### config.mk
export PLATFORM = sky130hd
export DESIGN_NAME = prbs_manch_src
export DESIGN_NICKNAME = d
export VERILOG_FILES = /design/src/rtl/prbs_manch_pkg.sv /design/src/rtl/prbs_manch_lfsr.sv /design/src/rtl/prbs_manch_ctrl.sv /design/src/rtl/prbs_manch_dp.sv /design/src/rtl/prbs_manch_src.sv
export SDC_FILE = /design/constraint.sdc
export NUM_CORES = 1
export LEC_CHECK = 0
export BUFFER_PORTS_ARGS = -buffer_cell sky130_fd_sc_hd__buf_2
export CAP_MARGIN = 20
export CORE_ASPECT_RATIO = 1.1
export CORE_MARGIN = 3
export CORE_UTILIZATION = 35
export CTS_CLUSTER_SIZE = 24
export DETAILED_ROUTE_END_ITERATION = 16
export PLACE_DENSITY = 0.6
export SYNTH_ARGS = -nofsm -noshare
export SYNTH_HDL_FRONTEND = slang
export SYNTH_HIERARCHICAL = 1
export SYNTH_SLANG_ARGS = --single-unit
export TNS_END_PERCENT = 50
### constraint.sdc
create_clock -name clk -period 1.65 [get_ports clk]
set_input_delay 0.165 -clock clk [delete_from_list [all_inputs] [get_ports clk]]
set_output_delay 0.165 -clock clk [all_outputs]
set_load 0.02 [all_outputs]
### src/rtl/prbs_manch_pkg.sv
package prbs_manch_pkg;
  typedef struct packed {
    logic toggle;   // half-bit boundary: flip line phase
    logic advance;  // bit boundary: shift both registers
  } strobes_t;
endpackage

### src/rtl/prbs_manch_lfsr.sv
module prbs_manch_lfsr #(
  parameter int          WIDTH = 4,
  parameter logic [WIDTH-1:0] TAPS = 4'b1100,
  parameter logic [WIDTH-1:0] SEED = 4'b1000
) (
  input  logic clk,
  input  logic rst,
  input  logic shiftEn,
  output logic msb
);
  logic [WIDTH-1:0] state;
  logic [WIDTH-1:0] nextState;

  assign nextState[0] = ^(state & TAPS);
  for (genvar i = 1; i < WIDTH; i++) begin : g_shift
    assign nextState[i] = state[i-1];
  end

  always_ff @(posedge clk) begin
    if (rst)          state <= SEED;
    else if (shiftEn) state <= nextState;
  end

  assign msb = state[WIDTH-1];

  AST_NO_LOCKUP: assert property (@(posedge clk) disable iff (rst)
    state != '0);
  AST_HOLD_IDLE: assert property (@(posedge clk) disable iff (rst)
    !shiftEn |=> $stable(state));
endmodule

### src/rtl/prbs_manch_ctrl.sv
module prbs_manch_ctrl
  import prbs_manch_pkg::*;
(
  input  logic     clk,
  input  logic     rst,
  input  logic     halfEn,
  output strobes_t stb,
  output logic     phase
);
  always_ff @(posedge clk) begin
    if (rst)         phase <= 1'b0;
    else if (halfEn) phase <= ~phase;
  end

  assign stb.toggle  = halfEn;
  assign stb.advance = halfEn & phase;

  AST_PHASE_HOLD: assert property (@(posedge clk) disable iff (rst)
    !halfEn |=> $stable(phase));
  AST_PHASE_FLIP: assert property (@(posedge clk) disable iff (rst)
    halfEn |=> phase != $past(phase));
endmodule

### src/rtl/prbs_manch_dp.sv
module prbs_manch_dp
  import prbs_manch_pkg::*;
#(
  parameter int DATA_WIDTH  = 4,
  parameter logic [DATA_WIDTH-1:0]  DATA_TAPS  = 4'b1100,
  parameter logic [DATA_WIDTH-1:0]  DATA_SEED  = 4'b1000,
  parameter int NOISE_WIDTH = 12,
  parameter logic [NOISE_WIDTH-1:0] NOISE_TAPS = 12'h829,
  parameter logic [NOISE_WIDTH-1:0] NOISE_SEED = 12'h800
) (
  input  logic     clk,
  input  logic     rst,
  input  strobes_t stb,
  input  logic     phase,
  output logic     dataBit,
  output logic     lineBit,
  output logic     noiseBit
);
  prbs_manch_lfsr #(.WIDTH(DATA_WIDTH), .TAPS(DATA_TAPS), .SEED(DATA_SEED)) u_data (
    .clk(clk), .rst(rst), .shiftEn(stb.advance), .msb(dataBit)
  );

  prbs_manch_lfsr #(.WIDTH(NOISE_WIDTH), .TAPS(NOISE_TAPS), .SEED(NOISE_SEED)) u_noise (
    .clk(clk), .rst(rst), .shiftEn(stb.advance), .msb(noiseBit)
  );

  // first half carries the bit, second half its complement
  assign lineBit = dataBit ^ phase;

  AST_ADV_ON_TOGGLE: assert property (@(posedge clk) disable iff (rst)
    stb.advance |-> stb.toggle);
endmodule

### src/rtl/prbs_manch_src.sv
module prbs_manch_src
  import prbs_manch_pkg::*;
#(
  parameter int DATA_WIDTH  = 4,
  parameter logic [DATA_WIDTH-1:0]  DATA_TAPS  = 4'b1100,
  parameter logic [DATA_WIDTH-1:0]  DATA_SEED  = 4'b1000,
  parameter int NOISE_WIDTH = 12,
  parameter logic [NOISE_WIDTH-1:0] NOISE_TAPS = 12'h829,
  parameter logic [NOISE_WIDTH-1:0] NOISE_SEED = 12'h800
) (
  input  logic clk,
  input  logic rst,
  input  logic halfEn,
  output logic dataOut,
  output logic lineOut,
  output logic noiseOut
);
  strobes_t stb;
  logic     phase;

  prbs_manch_ctrl u_ctrl (
    .clk(clk), .rst(rst), .halfEn(halfEn), .stb(stb), .phase(phase)
  );

  prbs_manch_dp #(
    .DATA_WIDTH(DATA_WIDTH), .DATA_TAPS(DATA_TAPS), .DATA_SEED(DATA_SEED),
    .NOISE_WIDTH(NOISE_WIDTH), .NOISE_TAPS(NOISE_TAPS), .NOISE_SEED(NOISE_SEED)
  ) u_dp (
    .clk(clk), .rst(rst), .stb(stb), .phase(phase),
    .dataBit(dataOut), .lineBit(lineOut), .noiseBit(noiseOut)
  );

  AST_MID_FLIP: assert property (@(posedge clk) disable iff (rst)
    (stb.toggle && !stb.advance) |=> (lineOut != $past(lineOut)) && $stable(dataOut));
  AST_MID_NOISE_STILL: assert property (@(posedge clk) disable iff (rst)
    (stb.toggle && !stb.advance) |=> $stable(noiseOut));
endmodule

==> results of run 1 <==
-- power by group through the flow --
| stage | registers [mW] | clock network (mW) | logic (mW) |
|---|---|---|---|
| CTS | 0.430 | 0.223 | 0.0758 |
| detailed placement | 0.440 | 0 | 0.0755 |
| finish | 0.430 | 0.210 | 0.0748 |
| global placement | 0.439 | 0 | 0.0752 |
| floorplan | 0.442 | 0 | 0.0588 |
| global route | 0.431 | 0.241 | 0.0818 |
-- worst max path at each step --
| stage | startpoint | end | slack, ns | cells past startpoint |
|---|---|---|---|---|
| finish | u_ctrl/phase$_SDFFE_PP0P_ | u_dp/u_noise/state[3]$_SDFFE_PP0P_ | 0.36 | 3 |
| floorplan | u_dp/u_noise/state[11]$_SDFFE_PP1P_ | u_dp/u_noise/state[0]$_SDFFE_PP0P_ | 0.45 | 2 |
| detailed placement | u_ctrl/phase$_SDFFE_PP0P_ | u_dp/u_data/state[3]$_SDFFE_PP1P_ | 0.36 | 3 |
| global route | u_ctrl/phase$_SDFFE_PP0P_ | u_dp/u_noise/state[3]$_SDFFE_PP0P_ | 0.25 | 3 |
| CTS | u_ctrl/phase$_SDFFE_PP0P_ | u_dp/u_noise/state[3]$_SDFFE_PP0P_ | 0.33 | 3 |
| global placement | u_ctrl/phase$_SDFFE_PP0P_ | u_dp/u_data/state[3]$_SDFFE_PP1P_ | 0.39 | 3 |
-- cell type report --
class	instances	area, um2
sequential	17	340
timing repair buffer	5	25.0
fill	177	958
multi-input combinational	40	299
clock buffer	4	26.3
tap	17	21.3
-- per-layer routing --
metal	wire length, um	vias to the layer above	GRT usage (%)
li1	-	216	-
met1	481	183	12.4
met2	341	5	10.7
met3	39	2	3.11
met4	14	0	6.91
met5	0	-	0
-- through the flow --
step           power (mW)  utilization, %  instance area, um2  worst slack, ns
2_1_floorplan       0.501               -                 663            0.446
3_3_place_gp        0.514            41.0                 686            0.386
3_5_place_dp        0.515            41.0                 686            0.360
4_1_cts             0.728            42.6                 712            0.335
5_1_grt             0.754            42.6                 712            0.248
6_report            0.715            42.6                 712            0.358
-- critical path, stage by stage (launching register included) --
cell	delay (ns)
dfxtp_1	0.38
and2_2	0.49
mux2i_1	0.25
nor2_1	0.06
-- flip-flops by register name, summed over array words and instances (netlist names) --
signal,count
u_dp/u_noise/state,12
u_dp/u_data/state,4
u_ctrl/phase,1
==> impl_metrics.env, run 1 <==
export IMPL_hpwlAfterDp_um=582
export IMPL_grt_antenna_before_repair=0
export IMPL_min_period_ns=1.29
export IMPL_gp_congestion=0.655
export IMPL_p_comb_share_pct=10.5
export IMPL_core_area_um2=1670
export IMPL_post_cts_resized=0
export IMPL_num_rows=15
export IMPL_hold_viol_final=0
export IMPL_power_switching_mw=0.166
export IMPL_power_density_nw_per_um2=1000
export IMPL_crit_required_ns=1.82
export IMPL_fmax_mhz=774
export IMPL_first_pass_iters=2
export IMPL_clk_pin_slew_ns=0.09
export IMPL_hold_start="halfEn"
export IMPL_hold_end="u_ctrl/phase$_SDFFE_PP0P_"
export IMPL_cts_buffers=3
export IMPL_htree_levels=1
export IMPL_status="finished, final reports clean"
export IMPL_maxSlewViolCount=0
export IMPL_cts_tree="built"
export IMPL_holdBufCountCts=0
export IMPL_synth_warnings=6
export IMPL_syn_inst=61
export IMPL_drv_cap=0
export IMPL_cts_root_buf="clkbuf_4"
export IMPL_wirelength_um=877
export IMPL_ant_nets=0
export IMPL_crit_arrival_ns=1.46
export IMPL_timing_rr_start="u_ctrl/phase$_SDFFE_PP0P_"
export IMPL_routedWlPerCell_um=10.6
export IMPL_fin_setup_tns_ns=0
export IMPL_dieArea_um2=2450
export IMPL_ios=6
export IMPL_seq_power_share_pct=60.1
export IMPL_crit_type="reg -> reg"
export IMPL_diodes=0
export IMPL_rsz0062_at_grt="no"
export IMPL_layout_common_cells="dfxtp_1, nor2_1, mux2i_1, buf_2, clkbuf_4"
export IMPL_finalNonFillerCells=83
export IMPL_syn_nets=64
export IMPL_r2r_end="u_dp/u_noise/state[3]$_SDFFE_PP0P_"
export IMPL_r2r_setup_slack_ns=0.36
export IMPL_switching_share_pct=23.2
export IMPL_clkLatencyLatePin_ns=0.28
export IMPL_slew_headroom_pct=67.3
export IMPL_min_path_type="in -> reg"
export IMPL_rr_worst_depth=3
export IMPL_first_iter_violations=5
export IMPL_postCtsSetupBuffers=0
export IMPL_vias_per_cell=4.89
export IMPL_area_delta_synth_final_pct=7.36
export IMPL_drc=0
export IMPL_min_period_over_period_pct=78.3
export IMPL_die_h_um=51.7
export IMPL_grt_pass1_wl_mm=1.50
export IMPL_p_clk_share_pct=29.4
export IMPL_grt_total_usage_pct=8.92
export IMPL_finalSetupViolations=0
export IMPL_cts_sinks=17
export IMPL_critPathLaunchType="flip-flop"
export IMPL_overflow=0
export IMPL_p_int_mw=0.549
export IMPL_end_kind="flip-flop"
export IMPL_clock_skew_ns=0.00140
export IMPL_initial_core_util_pct=39.7
export IMPL_drive_above_1_share_pct=16.7
export IMPL_syn_area_um2=663
export IMPL_final_common_cell="dfxtp_1"
export IMPL_postSynthAreaPerCell_um2=10.9
export IMPL_port_buffers=5
export IMPL_holdWs_ns=0.137
export IMPL_critPathMaxFanout=20
export IMPL_p_leak_nw=0.259
export IMPL_grt_max_degree=21
export IMPL_layout_nets=70
export IMPL_vias=406
export IMPL_grt_pass1_vias=359
export IMPL_holdPathStages=3
export IMPL_place_inst=79
export IMPL_tightest_slew_ns=0.490
export IMPL_clk_path_buf_depth=2
export IMPL_ir_drop_uv=580
export IMPL_fp_dieW_um=47.5
Power figures use the tool's default switching activity.
==> inputs of run 2 (changes only) <==
--- a/config.mk
+++ b/config.mk
@@ -12,7 +12,7 @@
 export CORE_UTILIZATION = 35
 export CTS_CLUSTER_SIZE = 24
 export DETAILED_ROUTE_END_ITERATION = 16
-export PLACE_DENSITY = 0.6
+export PLACE_DENSITY = 0.62
 export SYNTH_ARGS = -nofsm -noshare
 export SYNTH_HDL_FRONTEND = slang
 export SYNTH_HIERARCHICAL = 1
==> constraint.sdc (replaced) <==
create_clock -name clk -period 1.1 [get_ports clk]
set_input_delay 0.11 -clock clk [delete_from_list [all_inputs] [get_ports clk]]
set_output_delay 0.11 -clock clk [all_outputs]
set_load 0.02 [all_outputs]
==> impl_metrics.env, run 2 (synthesis gave the netlist of run 1 again) <==
export IMPL_end_kind="output pin"
export IMPL_clk_pin_slew_ns=0.09
export IMPL_slew_headroom_pct=79.5
export IMPL_critPathMaxFanout=2
export IMPL_drv_cap=0
export IMPL_place_inst=83
export IMPL_min_path_type="in -> reg"
export IMPL_grt_max_degree=21
export IMPL_cts_root_buf="clkbuf_4"
export IMPL_top_regs="u_dp/u_noise/state x12, u_dp/u_data/state x4, u_ctrl/phase x1"
export IMPL_grt_total_usage_pct=9.97
export IMPL_wirelength_um=973
export IMPL_critPathSlowestCell="dfxtp_2"
export IMPL_crit_chain="buf_6, xor2_1, buf_4"
export IMPL_holdBufCountCts=0
export IMPL_ant_nets=0
export IMPL_holdWs_ns=0.118
export IMPL_crit_required_ns=0.99
export IMPL_regMostFlops="u_dp/u_noise/state"
export IMPL_diodes=0
export IMPL_finalSetupViolations=1
export IMPL_fp_dieW_um=47.5
export IMPL_drc=0
export IMPL_rsz0062_at_grt="yes"
export IMPL_hold_viol_final=0
export IMPL_min_period_over_period_pct=103
export IMPL_fmax_mhz=884
export IMPL_min_period_ns=1.13
export IMPL_grt_pass1_vias=437
export IMPL_dieArea_um2=2450
export IMPL_regArea_um2=344
export IMPL_die_h_um=51.7
export IMPL_routedWlPerCell_um=11.1
export IMPL_cts_buffers=3
export IMPL_clkLatencyLatePin_ns=0.28
export IMPL_hpwlAfterDp_um=637
export IMPL_area_delta_synth_final_pct=15.3
export IMPL_crit_arrival_ns=1.02
export IMPL_first_pass_iters=2
export IMPL_ir_drop_uv=632
export IMPL_layout_common_cells="nor2_1, dfxtp_1, mux2i_1, buf_4, buf_2"
export IMPL_vias_per_cell=4.72
export IMPL_htree_levels=1
export IMPL_maxSlewViolCount=0
export IMPL_vias=415
export IMPL_overflow=0
export IMPL_cp_top_family="flip-flops"
export IMPL_drive_above_1_share_pct=28.2
export IMPL_status="finished with violations"
export IMPL_clock_skew_ns=0.00208
export IMPL_critPathLaunchType="flip-flop"
export IMPL_gp_congestion=0.644
export IMPL_crit_type="reg -> out"
export IMPL_power_density_nw_per_um2=1450
export IMPL_layout_setup_ws_ns=-0.0318
export IMPL_largest_register_ffs=12
export IMPL_grt_antenna_before_repair=0
export IMPL_path_buf_inv=2
export IMPL_r2r_setup_slack_ns=0.01
export IMPL_final_util_pct=45.8
export IMPL_num_rows=15
export IMPL_cts_sinks=17
export IMPL_tightest_slew_ns=0.307
export IMPL_first_iter_violations=8
export IMPL_initial_core_util_pct=39.7
export IMPL_core_area_um2=1670
export IMPL_finalNonFillerCells=88
export IMPL_grt_pass1_wl_mm=1.78
export IMPL_layout_nets=75
export IMPL_port_buffers=5
export IMPL_p_leak_nw=0.286
export IMPL_violations="negative setup slack"
export IMPL_multi_input_area_um2=304
export IMPL_fillers=159
export IMPL_clk_path_buf_depth=2
export IMPL_ios=6
export IMPL_final_common_cell="nor2_1"
export IMPL_power_mw=1.11
export IMPL_cts_tree="built"
export IMPL_crit_path_max_incr_delay_ns=0.33
==> run 2: layer usage <==
layer | up-vias | track usage (%) | part of all wire (%)
met5 | - | 0 | 0
met4 | 0 | 5.53 | 1.0
met3 | 2 | 2.08 | 2.0
met2 | 2 | 14.5 | 41
met1 | 190 | 13.3 | 56
li1 | 221 | - | -
==> run 2: worst reg2reg max path, cell delays in order, from the launching register on <==
cell and delay (ns):
dfxtp_2 0.34, and2_4 0.34, nor2b_1 0.09, a211o_1 0.22
==> run 2: cell type report <==
class                           count  share of cell area [%]
Clock buffer                        4                    3.44
Multi-Input combinational cell     40                    39.8
Sequential cell                    17                    45.0
Tap cell                           17                    2.78
Timing Repair Buffer               10                    9.00
==> run 2: repair_timing <==
action / 4_1_cts / 5_1_grt
pin swaps: 0 / 3
buffers inserted: 0 / 1
gates resized for setup: 3 / 2
gates cloned: 0 / 0
endpoints found under the setup margin: 17 / 10
==> run 2: through the flow <==
| stage | TNS [ns] | setup slack, ns | cell area (um2) |
|---|---|---|---|
| after detailed placement | -1.27 | -0.107 | 718 |
| after global routing | -0.364 | -0.0888 | 764 |
| after global placement | -0.954 | -0.0876 | 718 |
| after floorplan | 0 | 0.0220 | 676 |
| final | -0.0318 | -0.0318 | 764 |
| after CTS | -0.0494 | -0.0494 | 752 |
==> run 2: final timing paths <==
path | startpoint | endpoint | cells after the start
max | u_ctrl/phase$_SDFFE_PP0P_ | lineOut | 3
min | rst | u_dp/u_noise/state[1]$_SDFFE_PP0P_ | 2
max reg2reg | u_ctrl/phase$_SDFFE_PP0P_ | u_dp/u_data/state[3]$_SDFFE_PP1P_ | 3
min reg2reg | u_dp/u_noise/state[10]$_SDFFE_PP0P_ | u_dp/u_noise/state[11]$_SDFFE_PP1P_ | 1
==> run 2: power by group <==
group	switching [mW]	total, mW	internal, mW
registers	0.0114	0.645	0.633
logic	0.0697	0.142	0.0720
clock network	0.182	0.322	0.141
total	0.263	1.11	0.846
==> inputs of run 3 (changes only) <==
--- a/config.mk
+++ b/config.mk
@@ -15,6 +15,5 @@
 export PLACE_DENSITY = 0.62
 export SYNTH_ARGS = -nofsm -noshare
 export SYNTH_HDL_FRONTEND = slang
-export SYNTH_HIERARCHICAL = 1
 export SYNTH_SLANG_ARGS = --single-unit
 export TNS_END_PERCENT = 50
==> impl_metrics.env, run 3 <==
export IMPL_status="finished with violations"
export IMPL_ant_nets=0
export IMPL_wirelength_mm=1.08
export IMPL_cts_buffers=3
export IMPL_grt_pass1_vias=471
export IMPL_synthTopCellsByCount="nand2_1, dfxtp_1, a21oi_1, clkbuf_1"
export IMPL_diodes=0
export IMPL_synth_top_family_by_area="simple AND/OR/NAND/NOR gates"
export IMPL_synthMuxAreaShare_pct=0
export IMPL_initial_core_util_pct=38.6
export IMPL_gp_congestion=0.674
export IMPL_crit_type="reg -> reg"
export IMPL_syn_inst=76
export IMPL_synth_seq_cells=17
export IMPL_grt_max_degree=18
export IMPL_drive_above_1_share_pct=23.0
export IMPL_maxSlewViolCount=0
export IMPL_critPathLaunchType="flip-flop"
export IMPL_synth_edf_count=0
export IMPL_ys_seq_area_share_pct=54.0
export IMPL_slew_headroom_pct=80.5
export IMPL_finalSetupViolations=2
export IMPL_ios=6
export IMPL_cts_root_buf="clkbuf_4"
export IMPL_cts_tree="built"
export IMPL_synth_xor_area_share_pct=7.74
export IMPL_clk_path_buf_depth=2
export IMPL_violations="negative setup slack"
export IMPL_min_path_type="in -> reg"
export IMPL_clock_skew_ns=0.00119
export IMPL_ir_drop_uv=637
export IMPL_cts_sinks=17
export IMPL_layout_nets=91
export IMPL_synth_largest_area_cell="dfxtp_1"
export IMPL_syn_area_um2=631
export IMPL_clk_pin_slew_ns=0.09
export IMPL_vias=488
export IMPL_synthArstFlopShare_pct=0
export IMPL_p_leak_nw=0.283
export IMPL_yosysMostFrequentCell="nand2_1"
export IMPL_synth_warnings=0
export IMPL_hpwlAfterDp_um=732
export IMPL_p_comb_share_pct=11.9
export IMPL_grt_pass1_wl_mm=1.88
export IMPL_holdWs_ns=0.103
export IMPL_layout_setup_ws_ns=-0.0985
export IMPL_crit_arrival_ns=1.41
export IMPL_power_mw=1.09
export IMPL_synthFlopType="dfxtp_1"
export IMPL_first_pass_iters=4
export IMPL_port_buffers=5
export IMPL_switching_share_pct=23.4
export IMPL_dieArea_um2=2350
export IMPL_synthAdderAreaFrac_pct=0
export IMPL_power_density_nw_per_um2=1450
export IMPL_fp_dieW_um=46.5
export IMPL_top_regs="u_dp.u_noise.state x12, u_dp.u_data.state x4, u_ctrl.phase x1"
export IMPL_grt_total_usage_pct=11.1
export IMPL_tightest_slew_ns=0.292
export IMPL_ys_types=14
export IMPL_netlist_area_leader_share_pct=54.0
export IMPL_fmax_mhz=834
export IMPL_critPathMaxFanout=2
export IMPL_regMostFlops="u_dp.u_noise.state"
export IMPL_layout_common_cells="nand2_1, a21oi_1, dfxtp_1, buf_4, buf_2"
export IMPL_p_int_mw=0.833
export IMPL_core_area_um2=1630
export IMPL_routedWlPerCell_um=10.4
export IMPL_htree_levels=1
export IMPL_power_switching_mw=0.255
export IMPL_synth_area_leaders="dfxtp_1, nand2_1, a21oi_1"
export IMPL_synth_compound_area_share_pct=12.3
export IMPL_die_h_um=50.5
export IMPL_overflow=0
export IMPL_postSynthAreaPerCell_um2=8.30
export IMPL_min_period_ns=1.20
export IMPL_drv_cap=0
export IMPL_vias_per_cell=4.69
export IMPL_num_rows=15
export IMPL_fin_setup_tns_ns=-0.117
export IMPL_min_period_over_period_pct=109
export IMPL_grt_antenna_before_repair=0
export IMPL_syn_nets=79
export IMPL_end_kind="flip-flop"
export IMPL_fillers=168
export IMPL_synth_simple_area_share_pct=22.8
export IMPL_clkLatencyLatePin_ns=0.27
export IMPL_seq_power_share_pct=59.2
export IMPL_rsz0062_at_grt="yes"
export IMPL_area_delta_synth_final_pct=19.0
export IMPL_largest_register_ffs=12
export IMPL_crit_required_ns=1.31
export IMPL_final_common_cell="nand2_1"
export IMPL_hold_viol_final=0
export IMPL_drc=0
export IMPL_first_iter_violations=11
export IMPL_p_clk_share_pct=28.9
[run 3: cell count changes in the layout (fill, tap and decap cells not counted), moves of 2 or more]
cell / before / now
nand2_1: 0 / 29
a21oi_1: 0 / 13
nor2_1: 15 / 2
mux2i_1: 12 / 0
a211o_1: 2 / 0
buf_4: 5 / 7
nand3b_1: 0 / 2
[run 3: per-layer routing]
| metal | GRT usage (%) | part of all wire (%) | vias to the layer above |
|---|---|---|---|
| li1 | - | - | 266 |
| met1 | 12.9 | 52 | 217 |
| met4 | 7.11 | 1.7 | 0 |
| met3 | 2.15 | 1.4 | 2 |
| met5 | 0 | 0 | - |
| met2 | 17.7 | 45 | 3 |
[run 3: what timing repair did]
item,in CTS,in global routing
setup endpoints to repair,2,7
hold buffers,0,0
gates resized for setup,3,2
buffers inserted,0,1
hold endpoints to repair,0,0
[run 3: cell families (layout without fill, tap and decap cells)]
family,after synthesis,after routing
XOR/XNOR,4,4
AO/OA/AOI/OAI,15,15
buffers and inverters,5,16
flip-flops,17,17
AND/OR/NAND/NOR,35,35
[run 3: critical path, cell delays in order, from the launching register on]
cell	delay, ns
dfxtp_2	0.33
xnor3_1	0.38
or3_1	0.31
a21oi_1	0.12
[run 3: worst paths after layout]
kind	from	slack (ns)	to	depth (start not counted)
max	u_dp.u_noise.state[3]$_SDFFE_PP0P_	-0.1	u_dp.u_noise.state[0]$_SDFFE_PP0P_	3
min	halfEn	0.10	u_ctrl.phase$_SDFFE_PP0P_	3
max reg2reg	u_dp.u_noise.state[3]$_SDFFE_PP0P_	-0.1	u_dp.u_noise.state[0]$_SDFFE_PP0P_	3
min reg2reg	u_dp.u_noise.state[9]$_SDFFE_PP0P_	0.45	u_dp.u_noise.state[10]$_SDFFE_PP0P_	2
[run 3: final cells by class]
class                      count  area [um2]  area share (%)
tap                           17        21.3            2.83
clock buffer                   4        26.3            3.50
timing repair buffer          12        83.8            11.2
multi-input combinational     54         272            36.2
sequential                    17         348            46.3
[run 3: power by group through the flow]
stage                     Sequential, mW  Combinational (mW)  Clock (mW)
after floorplan                    0.663              0.0694           0
after global placement             0.656               0.116           0
after detailed placement           0.656               0.118           0
after CTS                          0.644               0.125       0.331
after global routing               0.647               0.142       0.361
final                              0.644               0.130       0.314
[run 3: metrics by stage]
stage	setup slack, ns	instance area [um2]	instances	util [%]
2_1_floorplan	-0.0579	638	76	-
3_3_place_gp	-0.0666	707	99	43.3
3_5_place_dp	-0.0875	707	99	43.3
4_1_cts	-0.107	741	103	45.4
5_1_grt	-0.197	751	104	46.0
6_report	-0.0985	751	104	46.0
